===== src/rtl/spim_pkg.sv =====
package spim_pkg;

  typedef enum logic [2:0] {
    A_RX   = 3'd0,
    A_TX   = 3'd1,
    A_STAT = 3'd2,
    A_CTRL = 3'd3,
    A_RSVD = 3'd4,
    A_SSEL = 3'd5,
    A_EOP  = 3'd6,
    A_NONE = 3'd7
  } reg_addr_e;

  localparam int ST_ROE   = 0;
  localparam int ST_TMT   = 1;
  localparam int ST_TRDY  = 2;
  localparam int ST_RRDY  = 3;
  localparam int ST_EOP   = 4;
  localparam int NSTAT    = 5;
  localparam int CT_FORCE = NSTAT;
  localparam int CTW      = NSTAT + 1;

  typedef enum logic [1:0] {PH_IDLE, PH_SETUP, PH_HIGH, PH_LOW} phase_e;

  function automatic int unsigned phase_len(phase_e p, int unsigned setup,
                                            int unsigned half);
    return (p == PH_SETUP) ? setup : half;
  endfunction

  function automatic logic irq_pending(logic [NSTAT-1:0] st, logic [NSTAT-1:0] ie);
    return |(st & ie);
  endfunction

endpackage


===== src/rtl/spim_shifter.sv =====
module spim_shifter
  import spim_pkg::*;
#(
  parameter int DW       = 16,
  parameter int HALF_DIV = 100,
  parameter int SETUP_CYC = 100
) (
  input  logic          clk,
  input  logic          rst_n,
  input  logic          have_word,
  input  logic [DW-1:0] tx_word,
  input  logic          miso,
  output logic          take,
  output logic          busy,
  output logic          sclk,
  output logic          mosi,
  output logic          done,
  output logic          rise_evt,
  output logic          fall_evt,
  output logic [DW-1:0] rx_word,
  output logic [DW-1:0] sent_word
);
  localparam int MAXL = (HALF_DIV > SETUP_CYC) ? HALF_DIV : SETUP_CYC;
  localparam int CW   = $clog2(MAXL + 1);
  localparam int BW   = $clog2(DW);

  phase_e        phase;
  logic [CW-1:0] cnt;
  logic [BW-1:0] bit_i;
  logic [DW-1:0] tx_sh;
  logic [DW-1:0] rx_sh;
  logic          phase_end;
  logic          last_bit;

  assign phase_end = (32'(cnt) == phase_len(phase, SETUP_CYC, HALF_DIV) - 1);
  assign last_bit  = (bit_i == BW'(DW - 1));
  assign done      = (phase == PH_LOW) && phase_end && last_bit;
  assign take      = have_word && ((phase == PH_IDLE) || done);
  assign rise_evt  = phase_end && ((phase == PH_SETUP) ||
                                   ((phase == PH_LOW) && !last_bit));
  assign fall_evt  = (phase == PH_HIGH) && phase_end;
  assign busy      = (phase != PH_IDLE);
  assign mosi      = tx_sh[DW-1];
  assign rx_word   = rx_sh;

  always_ff @(posedge clk) begin
    if (!rst_n) begin
      phase     <= PH_IDLE;
      cnt       <= '0;
      bit_i     <= '0;
      tx_sh     <= '0;
      rx_sh     <= '0;
      sent_word <= '0;
      sclk      <= 1'b0;
    end else begin
      if (take) begin
        phase     <= PH_SETUP;
        cnt       <= '0;
        bit_i     <= '0;
        tx_sh     <= tx_word;
        sent_word <= tx_word;
      end else if (done) begin
        phase <= PH_IDLE;
        cnt   <= '0;
      end else if (rise_evt) begin
        phase <= PH_HIGH;
        cnt   <= '0;
        sclk  <= 1'b1;
        rx_sh <= {rx_sh[DW-2:0], miso};
        if (phase == PH_LOW) bit_i <= bit_i + 1'b1;
      end else if (fall_evt) begin
        phase <= PH_LOW;
        cnt   <= '0;
        sclk  <= 1'b0;
        if (!last_bit) tx_sh <= {tx_sh[DW-2:0], 1'b0};
      end else if (phase != PH_IDLE) begin
        cnt <= cnt + 1'b1;
      end
    end
  end

endmodule


===== src/rtl/spim_regs.sv =====
module spim_regs
  import spim_pkg::*;
#(
  parameter int DW = 16
) (
  input  logic          clk,
  input  logic          rst_n,
  input  logic          bus_sel,
  input  logic          bus_wr,
  input  logic          bus_rd,
  input  logic [2:0]    bus_addr,
  input  logic [DW-1:0] bus_wdata,
  output logic [DW-1:0] bus_rdata,
  input  logic          take,
  input  logic          done,
  input  logic          busy,
  input  logic [DW-1:0] rx_word,
  input  logic [DW-1:0] sent_word,
  output logic          tx_full,
  output logic [DW-1:0] tx_hold,
  output logic          ssel_en,
  output logic          force_sel,
  output logic          rrdy,
  output logic          irq
);
  logic [DW-1:0]    rx_reg;
  logic [DW-1:0]    eop_reg;
  logic [CTW-1:0]   ctrl;
  logic             roe;
  logic             eop_flag;
  logic [NSTAT-1:0] status;
  logic             wr_tx, wr_stat, wr_ctrl, wr_ssel, wr_eop, rd_rx, hit;

  function automatic logic addr_is(logic [2:0] a, reg_addr_e r);
    return a == 3'(r);
  endfunction

  assign wr_tx   = bus_sel && bus_wr && addr_is(bus_addr, A_TX);
  assign wr_stat = bus_sel && bus_wr && addr_is(bus_addr, A_STAT);
  assign wr_ctrl = bus_sel && bus_wr && addr_is(bus_addr, A_CTRL);
  assign wr_ssel = bus_sel && bus_wr && addr_is(bus_addr, A_SSEL);
  assign wr_eop  = bus_sel && bus_wr && addr_is(bus_addr, A_EOP);
  assign rd_rx   = bus_sel && bus_rd && addr_is(bus_addr, A_RX);
  assign hit     = (sent_word == eop_reg) || (rx_word == eop_reg);

  always_comb begin
    status          = '0;
    status[ST_ROE]  = roe;
    status[ST_TMT]  = !busy;
    status[ST_TRDY] = !tx_full;
    status[ST_RRDY] = rrdy;
    status[ST_EOP]  = eop_flag;
  end

  assign force_sel = ctrl[CT_FORCE];
  assign irq       = irq_pending(status, ctrl[NSTAT-1:0]);

  always_comb begin
    unique case (bus_addr)
      3'(A_RX):   bus_rdata = rx_reg;
      3'(A_STAT): bus_rdata = {{(DW-NSTAT){1'b0}}, status};
      3'(A_CTRL): bus_rdata = {{(DW-CTW){1'b0}}, ctrl};
      3'(A_SSEL): bus_rdata = {{(DW-1){1'b0}}, ssel_en};
      3'(A_EOP):  bus_rdata = eop_reg;
      default:    bus_rdata = '0;
    endcase
  end

  always_ff @(posedge clk) begin
    if (!rst_n) begin
      rx_reg   <= '0;
      eop_reg  <= '0;
      tx_hold  <= '0;
      tx_full  <= 1'b0;
      ctrl     <= '0;
      ssel_en  <= 1'b0;
      rrdy     <= 1'b0;
      roe      <= 1'b0;
      eop_flag <= 1'b0;
    end else begin
      if (wr_tx) begin
        tx_hold <= bus_wdata;
        tx_full <= 1'b1;
      end else if (take) begin
        tx_full <= 1'b0;
      end
      if (wr_ctrl) ctrl    <= bus_wdata[CTW-1:0];
      if (wr_ssel) ssel_en <= bus_wdata[0];
      if (wr_eop)  eop_reg <= bus_wdata;

      if (done) begin
        rx_reg <= rx_word;
        rrdy   <= 1'b1;
      end else if (rd_rx) begin
        rrdy <= 1'b0;
      end

      if (done && rrdy && !rd_rx) roe <= 1'b1;
      else if (wr_stat)           roe <= 1'b0;

      if (done && hit)   eop_flag <= 1'b1;
      else if (wr_stat)  eop_flag <= 1'b0;
    end
  end

endmodule


===== src/rtl/sspi_master.sv =====
module sspi_master
  import spim_pkg::*;
#(
  parameter int DW        = 16,
  parameter int HALF_DIV  = 100,
  parameter int SETUP_CYC = 100
) (
  input  logic          clk,
  input  logic          rst_n,
  input  logic          bus_sel,
  input  logic          bus_wr,
  input  logic          bus_rd,
  input  logic [2:0]    bus_addr,
  input  logic [DW-1:0] bus_wdata,
  output logic [DW-1:0] bus_rdata,
  output logic          irq,
  output logic          ss_n,
  output logic          sclk,
  output logic          mosi,
  input  logic          miso
);
  logic          take, busy, word_done, rise_evt, fall_evt;
  logic          tx_full, ssel_en, force_sel, rrdy;
  logic [DW-1:0] tx_hold, rx_word, sent_word;

  spim_regs #(.DW(DW)) u_regs (
    .clk       (clk),
    .rst_n     (rst_n),
    .bus_sel   (bus_sel),
    .bus_wr    (bus_wr),
    .bus_rd    (bus_rd),
    .bus_addr  (bus_addr),
    .bus_wdata (bus_wdata),
    .bus_rdata (bus_rdata),
    .take      (take),
    .done      (word_done),
    .busy      (busy),
    .rx_word   (rx_word),
    .sent_word (sent_word),
    .tx_full   (tx_full),
    .tx_hold   (tx_hold),
    .ssel_en   (ssel_en),
    .force_sel (force_sel),
    .rrdy      (rrdy),
    .irq       (irq)
  );

  spim_shifter #(.DW(DW), .HALF_DIV(HALF_DIV), .SETUP_CYC(SETUP_CYC)) u_shift (
    .clk       (clk),
    .rst_n     (rst_n),
    .have_word (tx_full),
    .tx_word   (tx_hold),
    .miso      (miso),
    .take      (take),
    .busy      (busy),
    .sclk      (sclk),
    .mosi      (mosi),
    .done      (word_done),
    .rise_evt  (rise_evt),
    .fall_evt  (fall_evt),
    .rx_word   (rx_word),
    .sent_word (sent_word)
  );

  assign ss_n = !(ssel_en && (busy || force_sel));

endmodule


===== config.mk =====
export PLATFORM = sky130hd
export DESIGN_NAME = sspi_master
export DESIGN_NICKNAME = d
export VERILOG_FILES = /design/src/rtl/spim_pkg.sv /design/src/rtl/spim_shifter.sv /design/src/rtl/spim_regs.sv /design/src/rtl/sspi_master.sv
export SDC_FILE = /design/constraint.sdc
export NUM_CORES = 1
export LEC_CHECK = 0
export BUFFER_PORTS_ARGS = -buffer_cell sky130_fd_sc_hd__buf_2
export CORE_UTILIZATION = 50
export CTS_CLUSTER_SIZE = 10
export DETAILED_ROUTE_END_ITERATION = 16
export PLACE_DENSITY = 0.64
export SETUP_SLACK_MARGIN = 0.05
export SLEW_MARGIN = 40
export SYNTH_ARGS = -nofsm -noshare
export SYNTH_HDL_FRONTEND = slang
export SYNTH_SLANG_ARGS = --single-unit

===== constraint.sdc =====
create_clock -name clk -period 4.2 [get_ports clk]
set_clock_uncertainty 0.1 [all_clocks]
set_input_delay 0.21 -clock clk [delete_from_list [all_inputs] [get_ports clk]]
set_output_delay 0.21 -clock clk [all_outputs]
set_load 0.1 [all_outputs]

==> results_dict.tcl, run 1 <==
set metrics [dict create \
    required_ps 4530 \
    drive_gt1_frac 0.148 \
    drt-pass1-iter-count 5 \
    synthFlopType "dfxtp_1" \
    postCtsSetupBuffers 0 \
    antenna_found_initial 0 \
    worstMarginPinSlew_ps 780 \
    synth_top_area_frac 0.439 \
    p_sw_frac 0.218 \
    synth_area_leader_cell "dfxtp_1" \
    timing.rr.start "u_shift.cnt[2]" \
    clk_pin_slew_ps 60 \
    p_leak_nw 2.39 \
    drt-initial-drc-count 239 \
    fillers 910 \
    p_seq_frac 0.445 \
    crit_path_end_kind "flip-flop" \
    p_sw_w 0.000570 \
    wl_per_cell_um 16.2 \
    cts_buffers 17 \
    synth_edf_count 0 \
    finalCriticalPeriod_ps 2710 \
    rsz0062_at_grt "no" \
    io_pins 45 \
    async_flop_share 0 \
    drc 0 \
    fp.coreArea_um2 10500 \
    clkLatencyLatePin_ps 520 \
    ys_types 43 \
    netlist_area_um2 5510 \
    timing.fmax_ghz 0.369 \
    gr-usage-all-layers 0.248 \
    worstPathArrival_ps 3040 \
    synth.top_cells.by_count "168 x nand2_1, 121 x dfxtp_1, 66 x a21boi_0, 34 x xnor2_1, 30 x clkbuf_1" \
    area_delta_synth_final_pct 18.5 \
    fin_setup_tns_ps 0 \
    maxCapViolations 0 \
    worstSetupStartpoint "u_shift.cnt[2]" \
    setup_viol 0 \
    grt_pass1_wl_um 21600 \
    htree_levels 4 \
    ys_seq_area_frac 0.439 \
    syn_area_per_cell_um2 8.72 \
    crit_type "flip-flop to flip-flop" \
    syn_nets 659 \
    die_area_um2 11400 \
    synth_seq_cells 121 \
    r2r_setup_slack_ps 1490 \
    diodes 0 \
    placed_cells 781 \
    stdcell_count 831 \
    fin_crit_sh 0.645 \
    synthTopCellsByArea "dfxtp_1 44%, nand2_1 11%, a21boi_0 9.0%" \
    grt_max_degree 52 \
    wl_um 13400 \
    cts_buffer_depth 2 \
    cts_resized 0 \
    ctsRootBufferMaster "clkbuf_8" \
    worstReg2RegEnd "u_shift.sent_word[3]" \
    synth-warning-count 0 \
    r2r_cells 5 \
    dpl_worst_slack_ps 1520 \
    rows 37 \
    vdd_drop_max_mv 0.280 \
    port_buffers 44 \
    tritoncts "yes" \
    crit_fanout 19 \
    start_kind "flip-flop" \
    drt-vias-per-instance 5.45 \
    die_h_um 107 \
    chipWidth_um 107 \
    fin_nets 710 \
    p_int_w 0.00204 \
    grt_overflow 0 \
    yosysMostFrequentCell "nand2_1" \
    cts.sinks 121 \
    maxSlewHeadroom 0.478 \
    hold_buffers 19 \
    dr_total_vias 4525 \
    hold_violations 0 \
    p_comb_frac 0.043 \
    power.total_w 0.00261 \
    antenna_left 0 \
    drv_slew 0 \
    start_util 0.525 \
    setup_ws_ps 1490 \
    grt_pass1_vias 4294 \
    pwr_density_cell_nw_per_um2 399 \
    synthCells 632 \
    place.gp.congestion 0.840 \
    status "finished, final reports clean" \
    dp_hpwl_um 9110 \
    setup.worst_path.end "u_shift.sent_word[3]" \
    hp-class "input port to flip-flop" \
    clockPowerShare 0.512 \
]
## placed cells by master, fill, tap and decap left out, types with 6 or more instances in the layout
| cell type | synthesis | layout |
|---|---|---|
| a21boi_0 | 66 | 66 |
| a21boi_1 | 9 | 9 |
| a21boi_2 | 9 | 9 |
| a21oi_1 | 8 | 8 |
| a22oi_1 | 12 | 12 |
| buf_2 | 2 | 44 |
| clkbuf_16 | 0 | 16 |
| dfxtp_1 | 121 | 121 |
| dlygate4sd3_1 | 0 | 19 |
| mux2_1 | 9 | 9 |
| mux2_2 | 6 | 6 |
| mux2i_1 | 26 | 26 |
| nand2_1 | 168 | 168 |
| nand3_1 | 8 | 7 |
| nand4_1 | 12 | 12 |
| nor2_1 | 26 | 25 |
| nor2b_1 | 23 | 23 |
| o21ai_0 | 12 | 12 |
| xnor2_1 | 34 | 34 |
## power groups by stage
stage                     Combinational [W]  Sequential (W)  Clock [W]
final                              0.000113         0.00116    0.00134
after global placement            0.0000981         0.00119          0
after CTS                          0.000113         0.00116    0.00136
after global routing               0.000121         0.00116    0.00141
after floorplan                   0.0000686         0.00118          0
after detailed placement          0.0000994         0.00119          0
## critical path: stages, from the launching register on
cell and delay (ps):
dfxtp_1 340, or4b_1 730, nor3_4 690, o21a_2 420, nand2_1 150, a21boi_0 190
## logic make-up after synthesis
| logic type | share of synthesized area |
|---|---|
| xor gates and xnor gates | 0.0604 |
| and+or+nand+nor | 0.214 |
| AOI/OAI and AO/OA | 0.174 |
| buffers and inverters | 0.0297 |
| DFF | 0.439 |
| muxes | 0.0778 |
| adders and majority gates | 0.00454 |
## worst min-delay path by stage
stage                            from                end  slack (ps)  cells after the start
finish                         bus_wr     u_regs.ssel_en         120                      5
global route                   bus_wr     u_regs.ssel_en         120                      5
CTS                            bus_wr     u_regs.ssel_en          60                      5
detailed placement  u_regs.rx_reg[13]  u_regs.rx_reg[13]         360                      2
global placement    u_regs.rx_reg[15]  u_regs.rx_reg[15]         350                      2
floorplan                bus_wdata[0]  u_regs.tx_hold[0]         250                      2
## layer usage
layer / global-route usage / part of all wire / vias up
met2: 0.382 / 0.44 / 132
met4: 0.106 / 0.023 / 0
met5: 0 / 0 / -
li1: - / - / 2242
met3: 0.0565 / 0.046 / 24
met1: 0.334 / 0.49 / 2127
## final cells by class
class,instances,area [um2],area share
flip-flops and latches,121,2420,0.371
inverters,1,3.75,0.000574
clock inverters,8,70.1,0.0107
well taps,136,170,0.0260
repair buffers,68,448,0.0686
clock buffers,23,477,0.0730
multi-input cells,474,2940,0.450
## through the flow
| stage | hold WS, ps | area [um2] | utilization |
|---|---|---|---|
| after floorplan | 255 | 5510 | - |
| after global placement | 351 | 5780 | 0.550 |
| after detailed placement | 358 | 5800 | 0.552 |
| after CTS | 64.6 | 6530 | 0.622 |
| after global routing | 122 | 6530 | 0.622 |
| final | 119 | 6530 | 0.622 |
Power figures use the tool's default switching activity.
==> run 2, diff against run 1 <==
--- a/config.mk
+++ b/config.mk
@@ -5,11 +5,12 @@
 export SDC_FILE = /design/constraint.sdc
 export NUM_CORES = 1
 export LEC_CHECK = 0
+export ABC_AREA = 1
 export BUFFER_PORTS_ARGS = -buffer_cell sky130_fd_sc_hd__buf_2
 export CORE_UTILIZATION = 50
 export CTS_CLUSTER_SIZE = 10
 export DETAILED_ROUTE_END_ITERATION = 16
-export PLACE_DENSITY = 0.64
+export PLACE_DENSITY = 0.65
 export SETUP_SLACK_MARGIN = 0.05
 export SLEW_MARGIN = 40
 export SYNTH_ARGS = -nofsm -noshare
==> constraint.sdc (replaced) <==
create_clock -name clk -period 2.5 [get_ports clk]
set_clock_uncertainty 0.1 [all_clocks]
set_input_delay 0.125 -clock clk [delete_from_list [all_inputs] [get_ports clk]]
set_output_delay 0.125 -clock clk [all_outputs]
set_load 0.1 [all_outputs]
==> results_dict.tcl, run 2 <==
set metrics [dict create \
    status "finished, final reports clean" \
    hp-class "input port to flip-flop" \
    p_seq_frac 0.418 \
    chipWidth_um 105 \
    crit_type "input port to primary output" \
    drive_gt1_frac 0.121 \
    drt-vias-per-instance 5.21 \
    die_h_um 105 \
    p_sw_w 0.00100 \
    setup_viol 0 \
    async_flop_share 0 \
    final_cell_mix "194 x nand2_1, 121 x dfxtp_1, 85 x nor2_1, 83 x inv_1, 69 x o21ai_0" \
    yosysMostFrequentCell "nand2_1" \
    netlist_area_um2 5330 \
    worstPathArrival_ps 2130 \
    p_leak_nw 2.77 \
    die_area_um2 11100 \
    final_common_cell "nand2_1" \
    place_area_um2 5620 \
    syn_nets 792 \
    synthCells 765 \
    hold_violations 0 \
    postCtsSetupBuffers 0 \
    fin_nets 858 \
    wl_per_cell_um 13.7 \
    place.gp.congestion 0.864 \
    dp_hpwl_um 9290 \
    finalCriticalPeriod_ps 2350 \
    required_ps 2280 \
    tritoncts "yes" \
    synthTopCellsByArea "dfxtp_1 45%, nand2_1 14%, o21ai_0 6.7%" \
    p_int_w 0.00368 \
    clkLatencyLatePin_ps 520 \
    worstMarginPinSlew_ps 495 \
    port_buffers 44 \
    fin_area_um2 6480 \
    fin_setup_tns_ps 0 \
    drv_slew 0 \
    antenna_found_initial 0 \
    drt-pass1-iter-count 5 \
    stdcell_count 978 \
    wl_um 13400 \
    ys_types 33 \
    cts_buffers 17 \
    crit_path_end_kind "primary output" \
    synth_top_area_frac 0.455 \
    area_delta_synth_final_pct 21.7 \
    syn_area_per_cell_um2 6.97 \
    cts_buffer_depth 2 \
    synthFlopType "dfxtp_1" \
    final_util 0.628 \
    fin_crit_sh 0.941 \
    synth_area_leader_cell "dfxtp_1" \
    dr_total_vias 5098 \
    grt_pass1_wl_um 22200 \
    ys_seq_area_frac 0.455 \
    placed_cells 922 \
    crit_fanout 6 \
    synth_seq_cells 121 \
    drt-initial-drc-count 390 \
    vdd_drop_max_mv 0.384 \
    maxSlewHeadroom 0.673 \
    diodes 0 \
    p_comb_frac 0.052 \
    htree_levels 4 \
    pwr_density_cell_nw_per_um2 723 \
    grt_pass1_vias 4720 \
    cts.sinks 121 \
    p_sw_frac 0.214 \
    clk_pin_slew_ps 60 \
    rows 37 \
    timing.fmax_ghz 0.425 \
    fp.coreArea_um2 10300 \
    start_kind "input port" \
    rsz0062_at_grt "no" \
    ctsRootBufferMaster "clkbuf_8" \
    synth-warning-count 0 \
    synth_edf_count 0 \
    grt_max_degree 49 \
    antenna_left 0 \
    start_util 0.516 \
    gr-usage-all-layers 0.255 \
    maxCapViolations 0 \
    synth.top_cells.by_count "195 x nand2_1, 121 x dfxtp_1, 85 x nor2_1, 84 x inv_1, 71 x o21ai_0" \
    drc 0 \
    io_pins 45 \
    grt_overflow 0 \
    clockPowerShare 0.531 \
]
[run 2: cells by family after synthesis]
group           synth area share
compound gates             0.167
xor+xnor                  0.0115
fa+ha+maj                0.00470
buf+inv                   0.0958
flops                      0.455
simple gates               0.266
[run 2: repair_timing]
item | 4_1_cts | 5_1_grt
gates resized for setup | 0 | 4
hold endpoints to repair | 48 | 0
endpoints found under the setup margin | 0 | 7
hold buffers | 26 | 0
[run 2: power groups by stage]
stage | logic [W] | registers (W) | clock network [W]
final | 0.000243 | 0.00196 | 0.00249
after CTS | 0.000237 | 0.00196 | 0.00251
after global routing | 0.000266 | 0.00196 | 0.00261
after floorplan | 0.000141 | 0.00199 | 0
after global placement | 0.000203 | 0.00200 | 0
after detailed placement | 0.000205 | 0.00200 | 0
[run 2: metrics by stage]
step           setup slack, ps  hold WS (ps)  total power (W)
2_1_floorplan              175           191          0.00213
3_3_place_gp               334           306          0.00220
3_5_place_dp               207           304          0.00220
4_1_cts                   75.6           310          0.00470
5_1_grt                   61.2           347          0.00484
6_report                   146           328          0.00469
[run 2: path summary, 6_finish.rpt]
kind	startpoint	endpoint	slack, ps	depth (start not counted)
worst min-delay path	miso	u_shift.rx_word[0]	330	4
worst min register to register	u_regs.rx_reg[11]	u_regs.rx_reg[11]	350	2
worst max-delay path	bus_addr[1]	bus_rdata[1]	150	8
worst max register to register	u_shift.cnt[0]	u_shift.rx_word[10]	350	8
[run 2: layout make-up]
type | count | area, um2
flip-flops and latches | 121 | 2420
repair buffers | 80 | 563
clock buffers | 21 | 449
inverters | 89 | 334
multi-input cells | 522 | 2400
well taps | 136 | 170
clock inverters | 9 | 148
fillers | 924 | 3840
[run 2: critical path: stages]
cell and delay [ps]:
dlygate4sd3_1 520, buf_2 130, inv_1 70, or2_2 300
nor2_1 320, nand2_1 90, o2111ai_1 110, buf_2 460
[run 2: metal layers]
metal	track usage	vias to the layer above	share of wire
met4	0.0845	0	0.011
met3	0.0724	14	0.070
met2	0.388	159	0.44
li1	-	2603	-
met5	0	-	0
met1	0.346	2322	0.48
==> run 3, diff against run 2 <==
--- a/config.mk
+++ b/config.mk
@@ -7,10 +7,11 @@
 export LEC_CHECK = 0
 export ABC_AREA = 1
 export BUFFER_PORTS_ARGS = -buffer_cell sky130_fd_sc_hd__buf_2
-export CORE_UTILIZATION = 50
+export CORE_UTILIZATION = 59
 export CTS_CLUSTER_SIZE = 10
 export DETAILED_ROUTE_END_ITERATION = 16
-export PLACE_DENSITY = 0.65
+export PLACE_DENSITY = 0.75
+export RECOVER_POWER = 100
 export SETUP_SLACK_MARGIN = 0.05
 export SLEW_MARGIN = 40
 export SYNTH_ARGS = -nofsm -noshare
==> results_dict.tcl, run 3 (synthesis results as in run 2) <==
set metrics [dict create \
    placed_cells 892 \
    grt_max_degree 64 \
    antenna_left 0 \
    status "finished, final reports clean" \
    grt_pass1_wl_um 22600 \
    postCtsSetupBuffers 0 \
    crit_fanout 14 \
    cp_cell_sequence "dlygate4sd3_1, buf_2, inv_1, nand3_1, clkbuf_2, o21ai_0, a221oi_1, o21ai_0, buf_2" \
    cts_buffer_depth 2 \
    rows 34 \
    clkLatencyLatePin_ps 510 \
    p_int_w 0.00350 \
    antenna_found_initial 0 \
    timing.fmax_ghz 0.424 \
    clk_pin_slew_ps 50 \
    dp_hpwl_um 8960 \
    start_kind "input port" \
    htree_levels 4 \
    gr-usage-all-layers 0.297 \
    final_common_cell "nand2_1" \
    cts.sinks 121 \
    start_util 0.611 \
    ctsRootBufferMaster "clkbuf_8" \
    p_leak_nw 2.71 \
    worstPathArrival_ps 2140 \
    grt_overflow 0 \
    fp.coreArea_um2 8720 \
    hold_violations 0 \
    p_comb_frac 0.053 \
    drt-initial-drc-count 373 \
    cts_buffers 17 \
    p_sw_frac 0.221 \
    area_delta_synth_final_pct 19.5 \
    power.total_w 0.00449 \
    drt-pass1-iter-count 5 \
    place.gp.congestion 0.872 \
    die_h_um 97.0 \
    pwr_density_cell_nw_per_um2 705 \
    dr_total_vias 5116 \
    io_pins 45 \
    fillers 745 \
    tritoncts "yes" \
    required_ps 2280 \
    crit_type "input port to primary output" \
    chipWidth_um 97.0 \
    stdcell_count 947 \
    drive_gt1_frac 0.112 \
    p_sw_w 0.000991 \
    maxSlewHeadroom 0.227 \
    wl_um 13300 \
    hp-class "input port to flip-flop" \
    finalCriticalPeriod_ps 2360 \
    drv_slew 0 \
    crit_path_top_delay_cell "dlygate4sd3_1" \
    fin_setup_tns_ps 0 \
    drt-vias-per-instance 5.40 \
    final_cell_mix "196 x nand2_1, 121 x dfxtp_1, 86 x o21ai_0, 85 x nor2_1, 84 x inv_1" \
    rsz0062_at_grt "no" \
    drc 0 \
    setup_viol 0 \
    port_buffers 44 \
    wl_per_cell_um 14.1 \
    clockPowerShare 0.511 \
    crit_path_end_kind "primary output" \
    p_seq_frac 0.436 \
    maxCapViolations 0 \
    diodes 0 \
    vdd_drop_max_mv 0.476 \
    max_stage_delay_ps 540 \
    worstMarginPinSlew_ps 1160 \
    die_area_um2 9420 \
    grt_pass1_vias 4736 \
    fin_nets 856 \
    fin_crit_sh 0.944 \
]
## run 3: power by group through the flow
stage / combinational [W] / clock, W / sequential, W
3_5_place_dp: 0.000203 / 0 / 0.00200
4_1_cts: 0.000236 / 0.00231 / 0.00196
3_3_place_gp: 0.000201 / 0 / 0.00200
6_report: 0.000238 / 0.00230 / 0.00196
2_1_floorplan: 0.000141 / 0 / 0.00199
5_1_grt: 0.000263 / 0.00239 / 0.00196
## run 3: final cells by class
cell class | count | area [um2] | area share
Timing Repair Buffer | 78 | 531 | 0.0833
Tap cell | 108 | 135 | 0.0212
Clock buffer | 21 | 459 | 0.0721
Clock inverter | 8 | 97.6 | 0.0153
Multi-Input combinational cell | 522 | 2390 | 0.375
Sequential cell | 121 | 2420 | 0.380
Inverter | 89 | 334 | 0.0525
## run 3: worst paths after layout
path,from,to,slack (ps),depth (start not counted)
worst min-delay path,miso,u_shift.rx_word[0],330,4
worst max register to register,u_shift.bit_i[0],u_shift.sent_word[3],210,9
worst max-delay path,bus_addr[0],bus_rdata[0],140,9
worst min register to register,u_regs.rx_reg[11],u_regs.rx_reg[11],350,2
## run 3: worst max-delay path, delay by kind of cell
| kind | cells | cell delay (ps) |
|---|---|---|
| AO/OA/AOI/OAI | 3 | 390 |
| buffers and inverters | 5 | 1520 |
| AND/OR/NAND/NOR | 1 | 90 |
## run 3: layer usage
| layer | vias up | GRT usage | part of all wire |
|---|---|---|---|
| met1 | 2352 | 0.415 | 0.48 |
| met4 | 0 | 0.0907 | 0.015 |
| met5 | - | 0 | 0 |
| met2 | 148 | 0.463 | 0.45 |
| li1 | 2592 | - | - |
| met3 | 24 | 0.0621 | 0.057 |
## run 3: per-stage QoR
step                hold slack (ps)  setup WS, ps   util  cell area [um2]
global placement                289           326  0.638             5570
floorplan                       191           175      -             5330
finish                          329           140  0.730             6370
detailed placement              309           436  0.638             5570
CTS                             316          99.1  0.732             6380
global route                    367          31.2  0.730             6370
## run 3: timing repair
| item | 4_1_cts | 5_1_grt |
|---|---|---|
| setup endpoints to repair | 0 | 5 |
| hold buffers | 26 | 0 |
| resized for setup | 0 | 2 |
| hold endpoints to repair | 46 | 0 |
